===== src/rtl/smr_pkg.sv =====
package smr_pkg;
  localparam int SMR_DW    = 16;
  localparam int SMR_FRAC  = 15;
  localparam int SMR_STEPS = 104;
  localparam int SMR_ZLIM  = 1024;
  localparam int SMR_NCH   = 2;
  typedef enum logic [1:0] {CH_LEFT = 2'd0, CH_RIGHT = 2'd1} smr_ch_e;
endpackage


===== src/rtl/smr_sync.sv =====
module smr_sync #(
  parameter int STAGES = 2,
  parameter logic RST_VAL = 1'b1
) (
  input  logic clk,
  input  logic rst,
  input  logic d,
  output logic q
);
  logic [STAGES-1:0] chain;

  always_ff @(posedge clk) begin
    if (rst) chain <= {STAGES{RST_VAL}};
    else     chain <= {chain[STAGES-2:0], d};
  end

  assign q = chain[STAGES-1];

  // output follows the input delayed by exactly STAGES edges
  assert_sync_delay_R11: assert property (@(posedge clk) disable iff (rst)
    $past(rst) || (q == $past(chain[STAGES-2])));
endmodule


===== src/rtl/smr_gain_ctrl.sv =====
module smr_gain_ctrl #(
  parameter int STEPS = 104,
  localparam int IW = $clog2(STEPS + 1)
) (
  input  logic          clk,
  input  logic          rst,
  input  logic          step,
  input  logic          down,
  output logic [IW-1:0] idx,
  output logic          floor_hit
);
  localparam logic [IW-1:0] TOP = IW'(STEPS);

  logic [IW-1:0] idx_nx;

  always_comb begin
    idx_nx = idx;
    if (step) begin
      if (down && idx != TOP)       idx_nx = idx + 1'b1;
      else if (!down && idx != '0)  idx_nx = idx - 1'b1;
    end
  end

  always_ff @(posedge clk) begin
    if (rst) begin
      idx       <= '0;
      floor_hit <= 1'b0;
    end else begin
      idx       <= idx_nx;
      floor_hit <= (idx_nx == TOP);
    end
  end

  // index never leaves its range
  assert_idx_range_R4: assert property (@(posedge clk) disable iff (rst)
    idx <= TOP);
  // index moves at most one step per edge (no jumps)
  assert_no_jump_R6: assert property (@(posedge clk) disable iff (rst)
    (idx == $past(idx)) || (idx == $past(idx) + 1'b1) || (idx + 1'b1 == $past(idx)));
  // index is frozen without a strobe
  assert_hold_R7: assert property (@(posedge clk) disable iff (rst)
    !step |=> $stable(idx));
endmodule


===== src/rtl/smr_gain_rom.sv =====
module smr_gain_rom #(
  parameter int STEPS = 104,
  parameter int FRAC  = 15,
  localparam int IW = $clog2(STEPS + 1),
  localparam int GW = FRAC + 1
) (
  input  logic          clk,
  input  logic          rd_en,
  input  logic [IW-1:0] addr,
  output logic [GW-1:0] q
);
  logic [GW-1:0] mem [0:STEPS];

  initial begin
    for (int k = 0; k <= STEPS; k++) begin
      if (k == STEPS) mem[k] = '0;
      else mem[k] = GW'($rtoi(real'(1 << FRAC) * (10.0 ** (-real'(k) / 20.0)) + 0.5));
    end
  end

  always_ff @(posedge clk) begin
    if (rd_en) q <= mem[addr];
  end
endmodule


===== src/rtl/smr_scaler.sv =====
module smr_scaler #(
  parameter int DW   = 16,
  parameter int FRAC = 15,
  localparam int GW = FRAC + 1,
  localparam int PW = DW + GW + 1
) (
  input  logic                 clk,
  input  logic                 rst,
  input  logic                 cap,
  input  logic signed [DW-1:0] x_in,
  input  logic                 mul_en,
  input  logic        [GW-1:0] gain,
  output logic signed [DW-1:0] y
);
  localparam logic signed [PW-1:0] HALF = PW'(1) <<< (FRAC - 1);
  localparam logic signed [PW-1:0] MAXV = PW'((2 ** (DW - 1)) - 1);
  localparam logic signed [PW-1:0] MINV = -PW'(2 ** (DW - 1));

  logic signed [DW-1:0] x_q;
  logic signed [PW-1:0] prod, rnd;
  logic signed [DW-1:0] sat;

  always_comb begin
    prod = PW'(x_q) * PW'($signed({1'b0, gain}));
    rnd  = (prod + HALF) >>> FRAC;
    if (rnd > MAXV)      sat = MAXV[DW-1:0];
    else if (rnd < MINV) sat = MINV[DW-1:0];
    else                 sat = rnd[DW-1:0];
  end

  always_ff @(posedge clk) begin
    if (rst) begin
      x_q <= '0;
      y   <= '0;
    end else begin
      if (cap)    x_q <= x_in;
      if (mul_en) y   <= sat;
    end
  end

  function automatic logic [DW:0] mag(input logic signed [DW-1:0] v);
    return v[DW-1] ? (DW+1)'(-$signed({v[DW-1], v})) : (DW+1)'(v);
  endfunction

  // scaled magnitude never exceeds the source magnitude
  assert_no_gain_R12: assert property (@(posedge clk) disable iff (rst)
    mul_en |=> mag(y) <= mag($past(x_q)));
endmodule


===== src/rtl/smr_zero_det.sv =====
module smr_zero_det #(
  parameter int ZLIM = 1024,
  localparam int CW = $clog2(ZLIM + 1)
) (
  input  logic clk,
  input  logic rst,
  input  logic frame,
  input  logic all_zero,
  output logic hard_mute
);
  localparam logic [CW-1:0] LIM = CW'(ZLIM);
  logic [CW-1:0] run;

  always_ff @(posedge clk) begin
    if (rst) begin
      run       <= '0;
      hard_mute <= 1'b0;
    end else if (frame) begin
      if (!all_zero) begin
        run       <= '0;
        hard_mute <= 1'b0;
      end else if (run != LIM) begin
        run       <= run + 1'b1;
        hard_mute <= (run + 1'b1 == LIM);
      end
    end
  end

  // a non-zero frame clears the flag at its own edge
  assert_clear_R10: assert property (@(posedge clk) disable iff (rst)
    (frame && !all_zero) |=> !hard_mute);
  // the flag can only rise at a frame edge
  assert_rise_on_frame_R9: assert property (@(posedge clk) disable iff (rst)
    $rose(hard_mute) |-> $past(frame) && $past(all_zero));
endmodule


===== src/rtl/soft_mute_ramp.sv =====
module soft_mute_ramp
  import smr_pkg::*;
#(
  parameter int DW    = SMR_DW,
  parameter int FRAC  = SMR_FRAC,
  parameter int STEPS = SMR_STEPS,
  parameter int ZLIM  = SMR_ZLIM
) (
  input  logic                 clk,
  input  logic                 rst,
  input  logic                 smp_valid,
  input  logic signed [DW-1:0] in_left,
  input  logic signed [DW-1:0] in_right,
  input  logic                 mute_n,
  output logic signed [DW-1:0] out_left,
  output logic signed [DW-1:0] out_right,
  output logic                 out_valid,
  output logic                 ramp_muted,
  output logic                 zero_mute
);
  localparam int IW = $clog2(STEPS + 1);
  localparam int GW = FRAC + 1;

  logic          req_n_s;
  logic [IW-1:0] step_idx;
  logic [GW-1:0] gain_q;
  logic          mul_v;
  logic signed [DW-1:0] ch_in  [SMR_NCH];
  logic signed [DW-1:0] ch_out [SMR_NCH];

  smr_sync #(.STAGES(2), .RST_VAL(1'b1)) u_sync (
    .clk(clk), .rst(rst), .d(mute_n), .q(req_n_s));

  smr_gain_ctrl #(.STEPS(STEPS)) u_ctrl (
    .clk(clk), .rst(rst), .step(smp_valid), .down(!req_n_s),
    .idx(step_idx), .floor_hit(ramp_muted));

  smr_gain_rom #(.STEPS(STEPS), .FRAC(FRAC)) u_rom (
    .clk(clk), .rd_en(smp_valid), .addr(step_idx), .q(gain_q));

  assign ch_in[CH_LEFT]  = in_left;
  assign ch_in[CH_RIGHT] = in_right;

  for (genvar c = 0; c < SMR_NCH; c++) begin : g_ch
    smr_scaler #(.DW(DW), .FRAC(FRAC)) u_scl (
      .clk(clk), .rst(rst), .cap(smp_valid), .x_in(ch_in[c]),
      .mul_en(mul_v), .gain(gain_q), .y(ch_out[c]));
  end

  assign out_left  = ch_out[CH_LEFT];
  assign out_right = ch_out[CH_RIGHT];

  always_ff @(posedge clk) begin
    if (rst) begin
      mul_v     <= 1'b0;
      out_valid <= 1'b0;
    end else begin
      mul_v     <= smp_valid;
      out_valid <= mul_v;
    end
  end

  smr_zero_det #(.ZLIM(ZLIM)) u_zdet (
    .clk(clk), .rst(rst), .frame(smp_valid),
    .all_zero((in_left == '0) && (in_right == '0)), .hard_mute(zero_mute));

  // output marker trails the strobe by two edges
  assert_latency_R2: assert property (@(posedge clk) disable iff (rst)
    smp_valid |=> ##1 out_valid);
  assert_no_spurious_R2: assert property (@(posedge clk) disable iff (rst)
    out_valid |-> $past(mul_v));
  // outputs hold between results
  assert_out_hold_R7: assert property (@(posedge clk) disable iff (rst)
    !mul_v |=> $stable(out_left) && $stable(out_right));
endmodule


===== config.mk =====
export PLATFORM = sky130hd
export DESIGN_NAME = soft_mute_ramp
export DESIGN_NICKNAME = d
export VERILOG_FILES = /design/src/rtl/smr_pkg.sv /design/src/rtl/smr_sync.sv /design/src/rtl/smr_gain_ctrl.sv /design/src/rtl/smr_gain_rom.sv /design/src/rtl/smr_scaler.sv /design/src/rtl/smr_zero_det.sv /design/src/rtl/soft_mute_ramp.sv
export SDC_FILE = /design/constraint.sdc
export NUM_CORES = 1
export LEC_CHECK = 0
export ABC_AREA = 1
export CORE_UTILIZATION = 60
export CTS_BUF_LIST = sky130_fd_sc_hd__clkbuf_2
export CTS_CLUSTER_SIZE = 28
export DETAILED_ROUTE_END_ITERATION = 8
export GPL_TIMING_DRIVEN = 0
export PLACE_DENSITY = 0.76
export SKIP_LAST_GASP = 1
export SYNTH_ARGS = -nofsm -noshare
export SYNTH_HDL_FRONTEND = slang
export SYNTH_SLANG_ARGS = --single-unit

===== constraint.sdc =====
create_clock -name clk -period 17.55 [get_ports clk]
set_input_delay 3.51 -clock clk [delete_from_list [all_inputs] [get_ports clk]]
set_output_delay 3.51 -clock clk [all_outputs]
set_load 0.02 [all_outputs]

# After elaboration in Yosys (flattened, before gate mapping)
# Memories as Yosys holds them, arrays and structs flattened. A register that Yosys moved wholly into a read port is not among the register bits.
# Index checks and enable logic that the tools add are counted.
dict set report classes {
  n_addsub 5
  n_mul 2
  magnitude_cmp 4
  n_eq_ne 5
  n_mux 11
  reduce_logical 8
}
# operator count
set ops {}
lappend ops {{$add 33x16->33 const B} 2}
lappend ops {{$mul 16x17->33} 2}
lappend ops {{$mux 16} 4}
lappend ops {{$gt 18x16->1 const B} 2}
lappend ops {{$lt 18x16->1 const B} 2}
lappend ops {{$logic_not 16->1} 2}
lappend ops {{$mux 11} 2}
lappend ops {{$mux 7} 3}
lappend ops {{$add 11x1->11 const B} 1}
lappend ops {{$eq 11x11->1 const B} 1}
lappend ops {{$ne 11x11->1 const B} 1}
lappend ops {{$add 7x1->7 const B} 1}
lappend ops {{$eq 7x7->1 const B} 1}
lappend ops {{$ne 7x7->1 const B} 1}
lappend ops {{$reduce_bool 7->1} 1}
lappend ops {{$sub 7x1->7 const B} 1}
lappend ops {{$logic_and 1x1->1} 3}
lappend ops {{$mux 1} 2}
lappend ops {{$ne 2x2->1 const B} 1}
lappend ops {{$reduce_and 2->1} 1}
lappend ops {{$logic_not 1->1} 1}
dict set report word_totals {
  reg_bits 88
  rom_bits 1680
  input_bits 36
  out_inout_bits 35
  n_memories 1
}
# memory words width read_ports rd_ports_with_merged_regs wr line_no
set mem_list {}
lappend mem_list {u_rom.mem 105 16 1 1 0 smr_gain_rom.sv:12} ;# logic [GW-1:0] mem [0:STEPS];

# Longest topological paths before layout
dict set report depth {
  word_depth 6
  ltp_mapped 30
  ltp_nobuf 27
}

# By module
# From an unflattened synthesis, not the netlist that was laid out.
dict set report hier_totals {
  cells_unflattened 3396
  area_unflattened_um2 24322.1
}
# mod instances cells_per_inst area_per_inst_um2 seq_area_each_um2
set modules_own_cells {}
lappend modules_own_cells {{smr_scaler at g_ch[1].u_scl} 1 1416 10435.0 640.6}
lappend modules_own_cells {{smr_scaler at g_ch[0].u_scl} 1 1413 10403.7 640.6}
lappend modules_own_cells {smr_gain_rom 1 287 1766.7 480.5}
lappend modules_own_cells {smr_zero_det 1 126 797.0 240.2}
lappend modules_own_cells {smr_gain_ctrl 1 109 685.7 160.2}
lappend modules_own_cells {soft_mute_ramp 1 38 175.2 40.0}
lappend modules_own_cells {smr_sync 1 7 58.8 40.0}

# Worst setup path before layout
# Ideal clock, no wire load.
dict set report synth_path {
  kind {register to register}
  startpoint {register g_ch[0].u_scl.x_q[8]}
  endpoint {register g_ch[0].u_scl.y[10]}
  arrival_time_ps 5552
  setup_slack_ps 11877
  stages_incl_launch_ff 28
  synth_period_minus_slack_ps 5673
  cell_sequence {dfxtp_1 > clkbuf_1 > clkbuf_1 > nand2_1 > fa_1 > inv_1 > fa_1 > inv_1 > fa_1 > inv_1 > fa_1 > fa_1 > inv_1 > fa_1 > inv_1 > ha_1 > nand2_1 > nor2_1 > inv_1 > nor3_1 > nand2_1 > nand2_2 > nand2_2 > nand3_1 > nand3_2 > a21oi_4 > buf_6 > a21oi_2}
}
dict set report synth_via {
  elab_chain_len 5
  elab_cells_between_ends 6
  cone_classes {add/sub: 1; mul: 1; order compare: 2; mux: 2}
}
# item line_no
set synth_lines {}
lappend synth_lines {{from (decl)} smr_scaler.sv:19} ;# logic signed [DW-1:0] x_q;
lappend synth_lines {{from (signal assigned)} smr_scaler.sv:36} ;# if (cap) x_q <= x_in;
lappend synth_lines {{$mul 16x17->33 (*)} smr_scaler.sv:24} ;# prod = PW'(x_q) * PW'($signed({1'b0, gain}));
lappend synth_lines {{$add 33x16->33 (*)} smr_scaler.sv:25} ;# rnd = (prod + HALF) >>> FRAC;
lappend synth_lines {{$lt 18x16->1} smr_scaler.sv:27} ;# else if (rnd < MINV) sat = MINV[DW-1:0];
lappend synth_lines {{$mux 16} smr_scaler.sv:27}
lappend synth_lines {{$mux 16 (*)} smr_scaler.sv:26} ;# if (rnd > MAXV) sat = MAXV[DW-1:0];
lappend synth_lines {{to (signal assigned)} smr_scaler.sv:37} ;# if (mul_en) y <= sat;
lappend synth_lines {{to (decl)} smr_scaler.sv:13} ;# output logic signed [DW-1:0] y
# Every way passes the cells marked *; elsewhere a longest branch is shown, timed or not.
# A chain may end at the register's enable or synchronous reset.

# Final worst setup path
dict set report layout_path {
  startpoint {register u_rom.q[1], read port of u_rom.mem}
  endpoint {register g_ch[0].u_scl.y[9]}
}
dict set report layout_via {
  elab_chain_len 5
  elab_cells_between_ends 6
  cone_classes {add/sub: 1; mul: 1; order compare: 2; mux: 2}
}
# item line_no
set layout_lines {}
lappend layout_lines {{from (decl)} smr_gain_rom.sv:10} ;# output logic [GW-1:0] q
lappend layout_lines {{$mul 16x17->33 (*)} smr_scaler.sv:24}
lappend layout_lines {{$add 33x16->33 (*)} smr_scaler.sv:25}
lappend layout_lines {{$lt 18x16->1} smr_scaler.sv:27}
lappend layout_lines {{$mux 16} smr_scaler.sv:27}
lappend layout_lines {{$mux 16 (*)} smr_scaler.sv:26}
# Marked as above.

==> flow_metrics.py <==
metrics = {
    "clock_network": {
        "clock_latency_ps": 820,
        "clk_pin_slew_ps": 330,
        "ctsResizeCount": 0,
        "clock-sinks": 104,
        "h-tree-depth": 3,
        "post-cts-setup-buffers": 0,
        "cts_root_buffer": "clkbuf_2",
        "cts_buffer_depth": 2,
        "cts_tree": "built",
        "numCtsBuffers": 9,
        "cts-hold-fix-buffers": 0,
    },
    "sta": {
        "setup_tns_ps": 0,
        "rsz0062_at_grt": "no",
        "period_minus_slack_ps": 7590,
        "hold_violations": 0,
        "finalMaxSlewViolations": 0,
        "clock.fmax_ghz": 0.132,
        "worstMarginPinSlew_ps": 1130,
        "finalCritPeriodShare": 0.433,
        "timing.slew.headroom": 0.238,
        "finalClockSkew_ps": 125,
        "setup_viol": 0,
    },
    "global_routing": {
        "grt-ovfl-total": 0,
        "grt_pass1_wl_um": 120000,
        "grt_max_degree": 20,
        "first_global_vias": 22001,
        "grt_use_total": 0.386,
        "grt_antenna_before_repair": 8,
    },
    "yosys": {
        "ys_seq_elements": 104,
        "synth_ff_type": "dfxtp_1",
        "yosys_warnings": 0,
        "synthArstFlopShare": 0,
        "synth-seq-area-share": 0.0942,
        "syn_nets": 3943,
        "synth.avg_cell_area_um2": 7.30,
        "synth_edf_count": 16,
        "syn_area_mm2": 0.0238,
        "synth_cell_types": 53,
        "synthCells": 3264,
    },
    "place": {
        "gp_congestion": 1.04,
        "place_hpwl_um": 62700,
        "port_buffers": 70,
    },
    "detailed_routing": {
        "wire_per_inst_um": 19.6,
        "via_per_inst": 5.59,
        "dr.pass1.iters": 7,
        "drt_wl_total_um": 75700,
        "vias": 21654,
        "antenna_left": 0,
        "drtIter0Drc": 2013,
        "drcViolationCount": 0,
    },
    "floorplan": {
        "pin_count": 71,
        "fp.dieArea_mm2": 0.0405,
        "die_width_um": 201,
        "std_cell_rows": 72,
        "core-area_mm2": 0.0389,
        "start_util": 0.612,
        "dieHeight_um": 201,
    },
    "worst_setup_path": {
        "critPathMaxFanout": 10,
        "startpoint_type": "flip-flop",
        "critPathRequiredTime_ps": 18190,
        "worst_ep_arrival_time_ps": 8230,
        "critPathCaptureType": "flip-flop",
        "critPathKind": "reg -> reg",
    },
    "flow_run": {
        "cap_violations": 0,
    },
    "cells_and_area": {
        "drive_above_1_share": 0.0272,
        "nets": 4024,
        "area_growth_pct": 6.29,
    },
    "status": {
        "status": "finished clean",
    },
    "min_path": {
        "hp-class": "reg -> reg",
    },
}
## per-layer routing
metal | vias up | GRT usage | routed length [um]
met1 | 10456 | 0.513 | 29800
met3 | 218 | 0.0946 | 8770
li1 | 9792 | - | -
met4 | 6 | 0.190 | 3850
met5 | - | 0 | 44
met2 | 1182 | 0.591 | 33200
## through the flow
| step | hold WS [ps] | setup WS, ps | instances | utilization | cell area, um2 |
|---|---|---|---|---|---|
| CTS | 457 | 10150 | 3868 | 0.650 | 25300 |
| detailed placement | 399 | 10220 | 3852 | 0.647 | 25200 |
| finish | 456 | 9960 | 3873 | 0.650 | 25300 |
| global placement | 400 | 10260 | 3852 | 0.647 | 25200 |
| global route | 469 | 9750 | 3873 | 0.650 | 25300 |
| floorplan | 389 | 11880 | 3264 | - | 23800 |
## layout by cell type, fill, tap and decap left out, types with 10 or more instances in the layout
master           synthesis  routed
a21oi_1                113     113
edfxtp_1                16      16
nand4_1                 12      12
o21bai_1                11      11
nor3_1                  26      26
inv_1                  831     831
nor2_1                 225     225
nand3_1                 62      62
clkbuf_2                 0      10
ha_1                   255     255
o21ai_0                127     127
a21oi_2                 21      21
dfxtp_1                 88      88
fa_1                   388     388
xor2_1                  26      26
xnor2_1                 14      14
clkbuf_1               133     133
nand2_1                805     805
clkdlybuf4s50_1          0      70
nand2_2                 22      22
## path summary, 6_finish.rpt
kind | to | cells past startpoint | from | slack (ps)
worst max-delay path | g_ch[0].u_scl.y[9]$_SDFFE_PP0P_ | 22 | u_rom.q[1]$_DFFE_PP_ | 9960
worst min-delay path | u_sync.chain[1]$_SDFF_PP1_ | 1 | u_sync.chain[0]$_SDFF_PP1_ | 460
worst max register to register | g_ch[0].u_scl.y[9]$_SDFFE_PP0P_ | 22 | u_rom.q[1]$_DFFE_PP_ | 9960
worst min register to register | u_sync.chain[1]$_SDFF_PP1_ | 1 | u_sync.chain[0]$_SDFF_PP1_ | 460
## worst max-delay path, cell delays in order (launching register included)
cell and delay [ps]:
edfxtp_1 810, clkbuf_1 660, buf_1 770, nor2_1 170, fa_1 550, fa_1 440, fa_1 520, fa_1 450
fa_1 500, inv_1 50, fa_1 470, inv_1 40, ha_1 410, a21oi_1 140, o21ai_0 290, nand2_1 130
a21oi_1 260, nor2_1 110, nand3_1 120, nand3_2 100, a21oi_4 240, buf_6 210, a21oi_2 60
## synthesized netlist by cell type, types with 3 or more instances
master    count  area share
a211oi_1      3     0.00095
a21oi_1     113       0.024
a21oi_2      21      0.0077
a31oi_1       6      0.0016
a41oi_1       3      0.0011
buf_1         4     0.00063
buf_2         3     0.00063
buf_6         3      0.0014
clkbuf_1    133       0.021
dfxtp_1      88       0.074
edfxtp_1     16       0.020
fa_1        388        0.33
ha_1        255        0.13
inv_1       831        0.13
inv_2         6     0.00095
nand2_1     805        0.13
nand2_2      22      0.0058
nand3_1      62       0.013
nand3_2       4      0.0017
nand4_1      12      0.0032
nor2_1      225       0.035
nor3_1       26      0.0055
nor4_1        7      0.0018
o211ai_1      7      0.0022
o21ai_0     127       0.027
o21bai_1     11      0.0035
o22ai_1       5      0.0013
or2_2         6      0.0016
xnor2_1      14      0.0051
xor2_1       26      0.0096
## cells by family after synthesis
family,count (synthesis),share of synthesized area
DFF,104,0.0942
AOI/OAI and AO/OA,316,0.0763
and+or+nand+nor,1178,0.198
buffers and inverters,983,0.157
adders and majority gates,643,0.460
xor gates and xnor gates,40,0.0147
## cell type report
class,instances,area (um2)
Sequential cell,104,2240
Buffer,144,578
Antenna cell,5,12.5
Multi-Input combinational cell,2177,17800
Tap cell,518,648
Clock inverter,6,86.3
Clock buffer,10,50.0
Timing Repair Buffer,70,701
Inverter,839,3150
Fill cell,3438,13600
## sequential cells by signal, summed over array words and instances (netlist names), 2 cells and up
name	cells
u_sync.chain	2
g_ch.u_scl.y	32
u_rom.q	16
u_ctrl.idx	7
u_zdet.run	11
g_ch.u_scl.x_q	32
Power is left out: the tool's default activity adds up to more than one toggle a clock period on the data nets, which glitch-free logic cannot reach.
